**src/rtl/uc_pkg.sv**
```systemverilog
package uc_pkg;

    typedef enum logic [2:0] {
        CLS_ALU_RR = 3'd0,
        CLS_MOV_LD = 3'd1,
        CLS_MOV_ST = 3'd2,
        CLS_ALU_LD = 3'd3,
        CLS_ALU_ST = 3'd4,
        CLS_CALL   = 3'd5,
        CLS_RET    = 3'd6,
        CLS_RSVD   = 3'd7
    } cls_e;

    typedef enum logic [2:0] {
        K_LOAD  = 3'd0,
        K_STORE = 3'd1,
        K_ALU   = 3'd2,
        K_LIMM  = 3'd3,
        K_ADDI  = 3'd4,
        K_JMP   = 3'd5,
        K_JMPR  = 3'd6,
        K_ILL   = 3'd7
    } kind_e;

endpackage

```
**src/rtl/uc_uop_gen.sv**
```systemverilog
module uc_uop_gen
    import uc_pkg::*;
#(
    parameter int RW      = 5,
    parameter int FN_W    = 4,
    parameter int DISP_W  = 12,
    parameter int WORD_W  = 32,
    parameter int STEP_W  = 2,
    parameter int SP_REG  = 4,
    parameter int TMP_REG = 16
) (
    input  logic [2:0]        cls,
    input  logic [STEP_W-1:0] step,
    input  logic [FN_W-1:0]   fn,
    input  logic [RW-1:0]     rd,
    input  logic [RW-1:0]     rs,
    input  logic [RW-1:0]     base,
    input  logic [DISP_W-1:0] disp,
    input  logic [WORD_W-1:0] nxt_pc,
    input  logic [WORD_W-1:0] target,
    output logic [2:0]        kind,
    output logic [FN_W-1:0]   ofn,
    output logic [RW-1:0]     dst,
    output logic [RW-1:0]     src1,
    output logic [RW-1:0]     src2,
    output logic [RW-1:0]     obase,
    output logic [DISP_W-1:0] odisp,
    output logic [WORD_W-1:0] oimm,
    output logic              last
);

    localparam int                WORD_BYTES = WORD_W / 8;
    localparam logic [RW-1:0]     TMP_IDX    = RW'(TMP_REG);
    localparam logic [RW-1:0]     SP_IDX     = RW'(SP_REG);
    localparam logic [DISP_W-1:0] PUSH_DISP  = DISP_W'(0 - WORD_BYTES);
    localparam logic [WORD_W-1:0] PUSH_ADJ   = WORD_W'(0 - WORD_BYTES);
    localparam logic [WORD_W-1:0] POP_ADJ    = WORD_W'(WORD_BYTES);
    localparam logic [STEP_W-1:0] S0         = '0;
    localparam logic [STEP_W-1:0] S1         = STEP_W'(1);
    localparam logic [STEP_W-1:0] S2         = STEP_W'(2);

    kind_e kind_c;
    assign kind = kind_c;

    always_comb begin
        kind_c = K_ILL;
        ofn    = '0;
        dst    = '0;
        src1   = '0;
        src2   = '0;
        obase  = '0;
        odisp  = '0;
        oimm   = '0;
        last   = 1'b1;
        case (cls_e'(cls))
            CLS_ALU_RR: begin
                kind_c = K_ALU;
                ofn    = fn;
                dst    = rd;
                src1   = rd;
                src2   = rs;
            end
            CLS_MOV_LD: begin
                kind_c = K_LOAD;
                dst    = rd;
                obase  = base;
                odisp  = disp;
            end
            CLS_MOV_ST: begin
                kind_c = K_STORE;
                src2   = rs;
                obase  = base;
                odisp  = disp;
            end
            CLS_ALU_LD: begin
                if (step == S0) begin
                    kind_c = K_LOAD;
                    dst    = TMP_IDX;
                    obase  = base;
                    odisp  = disp;
                    last   = 1'b0;
                end else begin
                    kind_c = K_ALU;
                    ofn    = fn;
                    dst    = rd;
                    src1   = rd;
                    src2   = TMP_IDX;
                end
            end
            CLS_ALU_ST: begin
                if (step == S0) begin
                    kind_c = K_LOAD;
                    dst    = TMP_IDX;
                    obase  = base;
                    odisp  = disp;
                    last   = 1'b0;
                end else if (step == S1) begin
                    kind_c = K_ALU;
                    ofn    = fn;
                    dst    = TMP_IDX;
                    src1   = TMP_IDX;
                    src2   = rs;
                    last   = 1'b0;
                end else begin
                    kind_c = K_STORE;
                    src2   = TMP_IDX;
                    obase  = base;
                    odisp  = disp;
                end
            end
            CLS_CALL: begin
                if (step == S0) begin
                    kind_c = K_LIMM;
                    dst    = TMP_IDX;
                    oimm   = nxt_pc;
                    last   = 1'b0;
                end else if (step == S1) begin
                    kind_c = K_STORE;
                    src2   = TMP_IDX;
                    obase  = SP_IDX;
                    odisp  = PUSH_DISP;
                    last   = 1'b0;
                end else if (step == S2) begin
                    kind_c = K_ADDI;
                    dst    = SP_IDX;
                    src1   = SP_IDX;
                    oimm   = PUSH_ADJ;
                    last   = 1'b0;
                end else begin
                    kind_c = K_JMP;
                    oimm   = target;
                end
            end
            CLS_RET: begin
                if (step == S0) begin
                    kind_c = K_LOAD;
                    dst    = TMP_IDX;
                    obase  = SP_IDX;
                    last   = 1'b0;
                end else if (step == S1) begin
                    kind_c = K_ADDI;
                    dst    = SP_IDX;
                    src1   = SP_IDX;
                    oimm   = POP_ADJ;
                    last   = 1'b0;
                end else begin
                    kind_c = K_JMPR;
                    src1   = TMP_IDX;
                end
            end
            default: begin
                kind_c = K_ILL;
            end
        endcase
    end

endmodule

```
**src/rtl/uc_seq_ctrl.sv**
```systemverilog
module uc_seq_ctrl #(
    parameter int RW     = 5,
    parameter int FN_W   = 4,
    parameter int DISP_W = 12,
    parameter int WORD_W = 32,
    parameter int STEP_W = 2
) (
    input  logic              clk,
    input  logic              rst_n,
    input  logic              in_valid,
    input  logic [2:0]        in_cls,
    input  logic [FN_W-1:0]   in_fn,
    input  logic [RW-1:0]     in_rd,
    input  logic [RW-1:0]     in_rs,
    input  logic [RW-1:0]     in_base,
    input  logic [DISP_W-1:0] in_disp,
    input  logic [WORD_W-1:0] in_nxt_pc,
    input  logic [WORD_W-1:0] in_target,
    input  logic              out_ready,
    input  logic              step_last,
    output logic              busy,
    output logic [STEP_W-1:0] step,
    output logic [2:0]        cls,
    output logic [FN_W-1:0]   fn,
    output logic [RW-1:0]     rd,
    output logic [RW-1:0]     rs,
    output logic [RW-1:0]     base,
    output logic [DISP_W-1:0] disp,
    output logic [WORD_W-1:0] nxt_pc,
    output logic [WORD_W-1:0] target
);

    typedef struct packed {
        logic              busy;
        logic [STEP_W-1:0] step;
        logic [2:0]        cls;
        logic [FN_W-1:0]   fn;
        logic [RW-1:0]     rd;
        logic [RW-1:0]     rs;
        logic [RW-1:0]     base;
        logic [DISP_W-1:0] disp;
        logic [WORD_W-1:0] nxt_pc;
        logic [WORD_W-1:0] target;
    } seq_state_t;

    seq_state_t st_d, st_q;

    always_comb begin
        st_d = st_q;
        if (!st_q.busy) begin
            if (in_valid) begin
                st_d.busy   = 1'b1;
                st_d.step   = '0;
                st_d.cls    = in_cls;
                st_d.fn     = in_fn;
                st_d.rd     = in_rd;
                st_d.rs     = in_rs;
                st_d.base   = in_base;
                st_d.disp   = in_disp;
                st_d.nxt_pc = in_nxt_pc;
                st_d.target = in_target;
            end
        end else if (out_ready) begin
            if (step_last) begin
                st_d.busy = 1'b0;
                st_d.step = '0;
            end else begin
                st_d.step = st_q.step + STEP_W'(1);
            end
        end
    end

    always_ff @(posedge clk or negedge rst_n) begin
        if (!rst_n) begin
            st_q <= '0;
        end else begin
            st_q <= st_d;
        end
    end

    assign busy   = st_q.busy;
    assign step   = st_q.step;
    assign cls    = st_q.cls;
    assign fn     = st_q.fn;
    assign rd     = st_q.rd;
    assign rs     = st_q.rs;
    assign base   = st_q.base;
    assign disp   = st_q.disp;
    assign nxt_pc = st_q.nxt_pc;
    assign target = st_q.target;

endmodule

```
**src/rtl/uop_cracker.sv**
```systemverilog
module uop_cracker #(
    parameter int NREG    = 16,
    parameter int FN_W    = 4,
    parameter int DISP_W  = 12,
    parameter int WORD_W  = 32,
    parameter int SP_REG  = 4,
    parameter int MAX_UOP = 4,
    parameter int RW      = $clog2(NREG + 1)
) (
    input  logic              clk,
    input  logic              rst_n,
    input  logic              in_valid,
    output logic              in_ready,
    input  logic [2:0]        in_cls,
    input  logic [FN_W-1:0]   in_fn,
    input  logic [RW-1:0]     in_rd,
    input  logic [RW-1:0]     in_rs,
    input  logic [RW-1:0]     in_base,
    input  logic [DISP_W-1:0] in_disp,
    input  logic [WORD_W-1:0] in_nxt_pc,
    input  logic [WORD_W-1:0] in_target,
    output logic              out_valid,
    input  logic              out_ready,
    output logic [2:0]        out_kind,
    output logic [FN_W-1:0]   out_fn,
    output logic [RW-1:0]     out_dst,
    output logic [RW-1:0]     out_src1,
    output logic [RW-1:0]     out_src2,
    output logic [RW-1:0]     out_base,
    output logic [DISP_W-1:0] out_disp,
    output logic [WORD_W-1:0] out_imm,
    output logic              out_last
);

    localparam int STEP_W  = $clog2(MAX_UOP);
    localparam int TMP_REG = NREG;

    logic              busy;
    logic [STEP_W-1:0] step;
    logic [2:0]        cls_q;
    logic [FN_W-1:0]   fn_q;
    logic [RW-1:0]     rd_q, rs_q, base_q;
    logic [DISP_W-1:0] disp_q;
    logic [WORD_W-1:0] nxt_pc_q, target_q;
    logic              last_c;

    uc_seq_ctrl #(
        .RW(RW), .FN_W(FN_W), .DISP_W(DISP_W), .WORD_W(WORD_W), .STEP_W(STEP_W)
    ) u_ctrl (
        .clk(clk), .rst_n(rst_n), .in_valid(in_valid),
        .in_cls(in_cls), .in_fn(in_fn), .in_rd(in_rd), .in_rs(in_rs),
        .in_base(in_base), .in_disp(in_disp), .in_nxt_pc(in_nxt_pc),
        .in_target(in_target), .out_ready(out_ready), .step_last(last_c),
        .busy(busy), .step(step), .cls(cls_q), .fn(fn_q), .rd(rd_q),
        .rs(rs_q), .base(base_q), .disp(disp_q), .nxt_pc(nxt_pc_q),
        .target(target_q)
    );

    uc_uop_gen #(
        .RW(RW), .FN_W(FN_W), .DISP_W(DISP_W), .WORD_W(WORD_W),
        .STEP_W(STEP_W), .SP_REG(SP_REG), .TMP_REG(TMP_REG)
    ) u_gen (
        .cls(cls_q), .step(step), .fn(fn_q), .rd(rd_q), .rs(rs_q),
        .base(base_q), .disp(disp_q), .nxt_pc(nxt_pc_q), .target(target_q),
        .kind(out_kind), .ofn(out_fn), .dst(out_dst), .src1(out_src1),
        .src2(out_src2), .obase(out_base), .odisp(out_disp), .oimm(out_imm),
        .last(last_c)
    );

    assign in_ready  = !busy;
    assign out_valid = busy;
    assign out_last  = last_c;

endmodule

```
**config.mk**
```make
export PLATFORM = sky130hd
export DESIGN_NAME = uop_cracker
export DESIGN_NICKNAME = d
export VERILOG_FILES = /design/src/rtl/uc_pkg.sv /design/src/rtl/uc_uop_gen.sv /design/src/rtl/uc_seq_ctrl.sv /design/src/rtl/uop_cracker.sv
export SDC_FILE = /design/constraint.sdc
export NUM_CORES = 1
export LEC_CHECK = 0
export ABC_AREA = 1
export BUFFER_PORTS_ARGS = -buffer_cell sky130_fd_sc_hd__buf_2
export CAP_MARGIN = 20
export CORE_MARGIN = 2
export CORE_UTILIZATION = 40
export CTS_BUF_LIST = sky130_fd_sc_hd__clkbuf_8
export DETAILED_ROUTE_END_ITERATION = 12
export GPL_TIMING_DRIVEN = 0
export PLACE_DENSITY = 0.67
export SYNTH_ARGS = -nofsm -noshare
export SYNTH_HDL_FRONTEND = slang
export SYNTH_SLANG_ARGS = --single-unit
```
**constraint.sdc**
```tcl
create_clock -name clk -period 1.74 [get_ports clk]
set_input_delay 0.087 -clock clk [delete_from_list [all_inputs] [get_ports clk]]
set_output_delay 0.087 -clock clk [all_outputs]
set_load 0.05 [all_outputs]
```
; ---- Word level (Yosys, flattened, before mapping)
; Cells that the tools add are included.
[classes]
n_addsub = 1
n_mul = 0
n_div = 0
magnitude_cmp = 0
n_eq_ne = 9
shift = 0
muxes = 62
n_bitwise = 1
reduce_logical = 10
[op_table]
columns = op, n
row1 = 32-bit two-way mux, 4
row2 = 101-bit two-way mux, 1
row3 = 5-bit two-way mux, 18
row4 = 5-bit one-hot mux with 5 select lines, 3
row5 = 32-bit one-hot mux with 2 select lines, 1
row6 = 12-bit two-way mux, 5
row7 = 12-bit one-hot mux with 4 select lines, 1
row8 = 3-bit two-way mux, 10
row9 = 3-bit one-hot mux with 7 select lines, 1
row10 = 5-bit one-hot mux with 4 select lines, 1
row11 = 4-bit two-way mux, 3
row12 = 4-bit one-hot mux with 3 select lines, 1
row13 = "3-bit equality test, second input constant", 3
row14 = 1-bit two-way mux, 8
row15 = 2-bit two-way mux, 4
row16 = 2-bit OR reduction, 4
row17 = "3-bit by 2-bit equality test with 1-bit output, second input constant", 2
row18 = 2-bit AND reduction, 2
row19 = "3-bit by 1-bit equality test with 1-bit output, second input constant", 1
row20 = 3-bit zero test, 1
row21 = 1-bit one-hot mux with 3 select lines, 1
row22 = "2-bit by 1-bit adder with 2-bit output, second input constant", 1
row23 = "2-bit by 1-bit equality test with 1-bit output, second input constant", 1
row24 = "2-bit equality test, second input constant", 1
row25 = 5 further kinds, 5
[totals]
register_bits = 101
latchBits = 0
ram_bits = 0
mem_bits_ro = 0
inputBits = 102
out_inout_bits = 74
elab_cells = 93
mem_count = 0

; ---- Depth between registers and ports, before layout
[depth]
ltp_word = 8
depth_mapped = 9
mapped_depth_nobuf = 8

; ---- Hierarchy
; From an unflattened synthesis, not the netlist that was laid out.
[hier_totals]
cells_unflattened = 735
area_unflattened_um2 = 5183.7
[by_module_without_submodules]
columns = module, instances, cells_each, area_each_um2, seq_area_each_um2
row1 = uc_seq_ctrl, 1, 433, 3823.7, 2527.4
row2 = uc_uop_gen, 1, 301, 1356.3, 0.0
row3 = uop_cracker, 1, 1, 3.8, 0.0

; ---- Worst setup path before layout
; No wires, ideal clock.
[synth_path]
path_kind = register to output
startpoint = register u_ctrl.st_q (netlist bit u_ctrl.step[0])
endpoint = output out_fn[0]
arrival_ps = 2232
t_required_ps = 1653
slack_ps = -579
path_stages_with_launch = 6
n_path_buf = 0
path_cell_list = dfrtp_1 -> inv_1 -> ha_1 -> nor2_1 -> a21oi_2 -> a21boi_0
[synth_between]
elab_chain_cells = 4
[synth_rtl]
columns = element, line
row1 = "start, declared", uc_seq_ctrl.sv:46  ; seq_state_t st_d, st_q;
row2 = "start signal, assigned", uc_seq_ctrl.sv:77  ; st_q <= st_d;
row3 = 2-bit by 1-bit equality test with 1-bit output, uc_uop_gen.sv:97  ; end else if (step == S1) begin
row4 = 4-bit two-way mux, uc_uop_gen.sv:97
row5 = 4-bit two-way mux, uc_uop_gen.sv:91  ; if (step == S0) begin
row6 = 4-bit one-hot mux with 3 select lines (*), uc_uop_gen.sv:55  ; case (cls_e'(cls))
row7 = "end, declared", uop_cracker.sv:25  ; output logic [FN_W-1:0] out_fn,
; Every way passes the cells marked *; elsewhere a longest branch is shown, timed or not.

; ---- Final worst setup path
[layout_path]
startpoint = register u_ctrl.st_q (netlist bit u_ctrl.step[0])
endpoint = output out_imm[20]
[layout_between]
elab_chain_cells = 5
[layout_rtl]
columns = element, line
row1 = 2-bit equality test, uc_uop_gen.sv:123  ; end else if (step == S2) begin
row2 = 32-bit two-way mux, uc_uop_gen.sv:123
row3 = 32-bit two-way mux, uc_uop_gen.sv:117  ; end else if (step == S1) begin
row4 = 32-bit two-way mux (*), uc_uop_gen.sv:112  ; if (step == S0) begin
row5 = 32-bit one-hot mux with 2 select lines (*), uc_uop_gen.sv:55
row6 = "end, declared", uop_cracker.sv:31  ; output logic [WORD_W-1:0] out_imm,
; Marked as above.

==> results.py <==
metrics = {
    "sta": {
        "finClkSkew_ns": 0.008224,
        "finalSetupTns_ns": -19.06,
        "drv_slew": 0,
        "slew_headroom_pct": 59.90,
        "max_freq_ghz": 0.4813,
        "timing.final.ws_setup_ns": -0.3376,
        "finalCritPeriodShare_pct": 119.4,
        "setup_viol": 75,
        "timing.hold.ws_ns": 0.05747,
        "tightest_slew_ns": 0.6015,
        "rsz0062_at_grt": "yes",
        "hold_viol": 0,
        "period_needed_ns": 2.078,
    },
    "setup_path": {
        "cp.required_ns": 1.65,
        "critPathMaxFanout": 8,
        "endpoint_kind": "primary output",
        "critPathKind": "flop to primary output",
        "start_kind": "flop",
        "cp.arrival_ns": 1.99,
    },
    "global_route": {
        "grt_pass1_wl_um": 25300,
        "top_usage_layer": "met2",
        "met1_usage_pct": 27.57,
        "grt_util_met3_pct": 6.776,
        "grt.overflow.total": 0,
        "track_usage_pct": 25.18,
        "met2_usage_pct": 46.27,
        "grt_pass1_vias": 5230,
        "grt_max_degree": 60,
        "antenna_found_initial": 0,
    },
    "status": {
        "status": "finished, violations left",
        "violations": "negative setup slack",
    },
    "floorplanning": {
        "die_area_mm2": 0.01305,
        "num_io_pins": 176,
        "initial_core_util_pct": 40.80,
        "die_y_um": 114.2,
        "rows": 40,
        "core_mm2": 0.01191,
        "die_w_um": 114.2,
    },
    "routing": {
        "totalWireLength_um": 17180,
        "final_antenna_net_count": 0,
        "wl_per_cell_um": 17.77,
        "vias": 4865,
        "route.detailed.drc": 0,
        "drtIter0Drc": 208,
        "dr.pass1.iters": 4,
        "vias_per_cell": 5.031,
    },
    "power": {
        "power_density_mw_per_mm2": 1967,
        "leakagePower_nw": 4.166,
        "max-vdd-ir-drop_mv": 0.8825,
    },
    "synthesis": {
        "synth_compound_area_share_pct": 8.625,
        "synth.avg_cell_area_um2": 9.999,
        "ys_seq_elements": 101,
        "netlist-cell-type-count": 26,
        "ys_warn_count": 0,
        "synthCells": 486,
        "netlist_area_mm2": 0.004860,
        "synthMuxAreaShare_pct": 19.00,
        "synth-xor-area-share_pct": 0,
        "synthAdderAreaFrac_pct": 1.545,
        "synthSimpleGateAreaFrac_pct": 13.72,
        "synth_top_family_by_area": "multiplexers",
        "ys_seq_area_share_pct": 52.01,
        "syn_nets": 594,
    },
    "layout": {
        "drive_gt1_share_pct": 54.39,
        "final_util_pct": 72.62,
        "diodes": 0,
        "fin_nets": 923,
        "stdcell_count": 967,
        "layout_commonest_cell": "buf_2",
        "layout_common_cells": "buf_2 (107), dlygate4sd3_1 (100), dfrtp_1 (97)",
        "fillers": 770,
        "area_growth_pct": 77.99,
    },
    "cts": {
        "htreeDepth": 3,
        "clock-sinks": 101,
        "cts_tree": "done",
        "cts_buffers": 9,
        "clkLatencyLatePin_ns": 0.38,
        "ctsRootBufferMaster": "clkbuf_8",
        "clkTransAtPathRegs_ns": 0.09,
        "cts_buffer_depth": 2,
    },
    "placement": {
        "port_buffers": 175,
        "pre_cts_slack_ns": -0.2810,
        "place_congestion": 0.8786,
        "dp_cells": 809,
        "dp_hpwl_um": 9822,
    },
    "run": {
        "cap_violations": 0,
    },
    "hold_path": {
        "hold_class": "input pin to flop",
    },
}
==> critical path, stage by stage (launching register included) <==
cell       delay (ns)
dfrtp_2          0.45
inv_4            0.07
ha_4             0.19
nor2_4           0.10
inv_2            0.06
nor2_4           0.12
buf_12           0.15
clkbuf_16        0.16
o21ai_2          0.05
nand2_1          0.09
buf_6            0.16
==> state kept, by name (all words and copies together), names as in the netlist <==
register / cells
u_ctrl.busy: 1
u_ctrl.fn: 4
u_ctrl.rd: 5
u_ctrl.cls: 3
u_ctrl.disp: 12
u_ctrl.rs: 5
u_ctrl.step: 2
u_ctrl.base: 5
u_ctrl.nxt_pc: 32
u_ctrl.target: 32
==> cell usage after synthesis <==
master | count | area [um2]
nand2_1 | 106 | 397.9
dfrtp_1 | 101 | 2527
mux2_2 | 82 | 923.4
o21ai_0 | 36 | 180.2
nor2_1 | 32 | 120.1
inv_1 | 28 | 105.1
a21oi_1 | 20 | 100.1
nand3_1 | 16 | 80.08
buf_2 | 15 | 75.07
a31oi_1 | 7 | 43.79
ha_1 | 6 | 75.07
inv_2 | 5 | 18.77
o21ai_1 | 5 | 25.02
a21boi_0 | 4 | 30.03
buf_4 | 3 | 22.52
clkbuf_1 | 3 | 11.26
clkbuf_2 | 3 | 15.01
nand2_2 | 2 | 12.51
nand3_2 | 2 | 20.02
nand4_1 | 2 | 12.51
nor2_2 | 2 | 12.51
o211ai_1 | 2 | 15.01
a21oi_2 | 1 | 8.760
a22oi_1 | 1 | 7.510
nor2_4 | 1 | 11.26
o21ai_2 | 1 | 8.760
==> cell families (layout without fill, tap and decap cells) <==
group,count (synthesis),count (layout)
flip-flops,101,101
multiplexers,82,82
AND/OR/NAND/NOR,163,163
buffers and inverters,57,391
adder cells (fa/ha/maj),6,6
AO/OA/AOI/OAI,77,77
==> layout make-up <==
type                            instances  area (um2)  share of cell area (%)
Clock buffer                           11       151.4                   1.750
Clock inverter                          5       26.28                  0.3038
Multi-Input combinational cell        328        2603                   30.09
Tap cell                              147       183.9                   2.126
Timing Repair Buffer                  318        2770                   32.03
Buffer                                 24       237.7                   2.748
Sequential cell                       101        2532                   29.28
Inverter                               33       145.1                   1.678
==> final timing paths <==
path | from | end | slack [ns] | depth (start not counted)
max in group asynchronous | rst_n | u_ctrl.nxt_pc[0] | 0.80 | 3
worst min register to register | u_ctrl.nxt_pc[24] | u_ctrl.nxt_pc[24] | 0.51 | 1
worst max-delay path | u_ctrl.step[0] | out_imm[20] | -0.34 | 10
worst min-delay path | out_ready | u_ctrl.step[0] | 0.06 | 4
worst max register to register | u_ctrl.step[0] | u_ctrl.busy | -0.06 | 10
min in group asynchronous | rst_n | u_ctrl.rd[2] | 0.25 | 2
==> power breakdown <==
part           switching [mW]  total, mW  internal, mW  leakage (nW)
Sequential              0.766       4.30          3.54          1.17
Clock                   0.820       1.41         0.587        0.0963
Combinational            6.72       11.3          4.59          2.90
==> per-layer routing <==
layer  routed length, um  vias to the layer above  part of all wire [%]
met5                   0                        -                     0
met4                 465                        0                   2.7
met3                 950                       46                   5.5
met2                9332                      184                    54
met1                6431                     2356                    37
li1                    -                     2279                     -
==> metrics by stage <==
step	area [um2]	total power, mW
floorplan	5010	10.23
global placement	6070	11.92
detailed placement	6100	12.12
CTS	8094	15.63
global route	8650	17.82
finish	8650	17.01
==> what timing repair did <==
action,4_1_cts,5_1_grt
hold endpoints to repair,141,0
resized for setup,211,113
gates cloned,4,2
hold buffers,100,0
setup buffers,20,17
pin swaps,31,39
endpoints found under the setup margin,72,75
No activity file was read; power rests on OpenSTA's default activity.
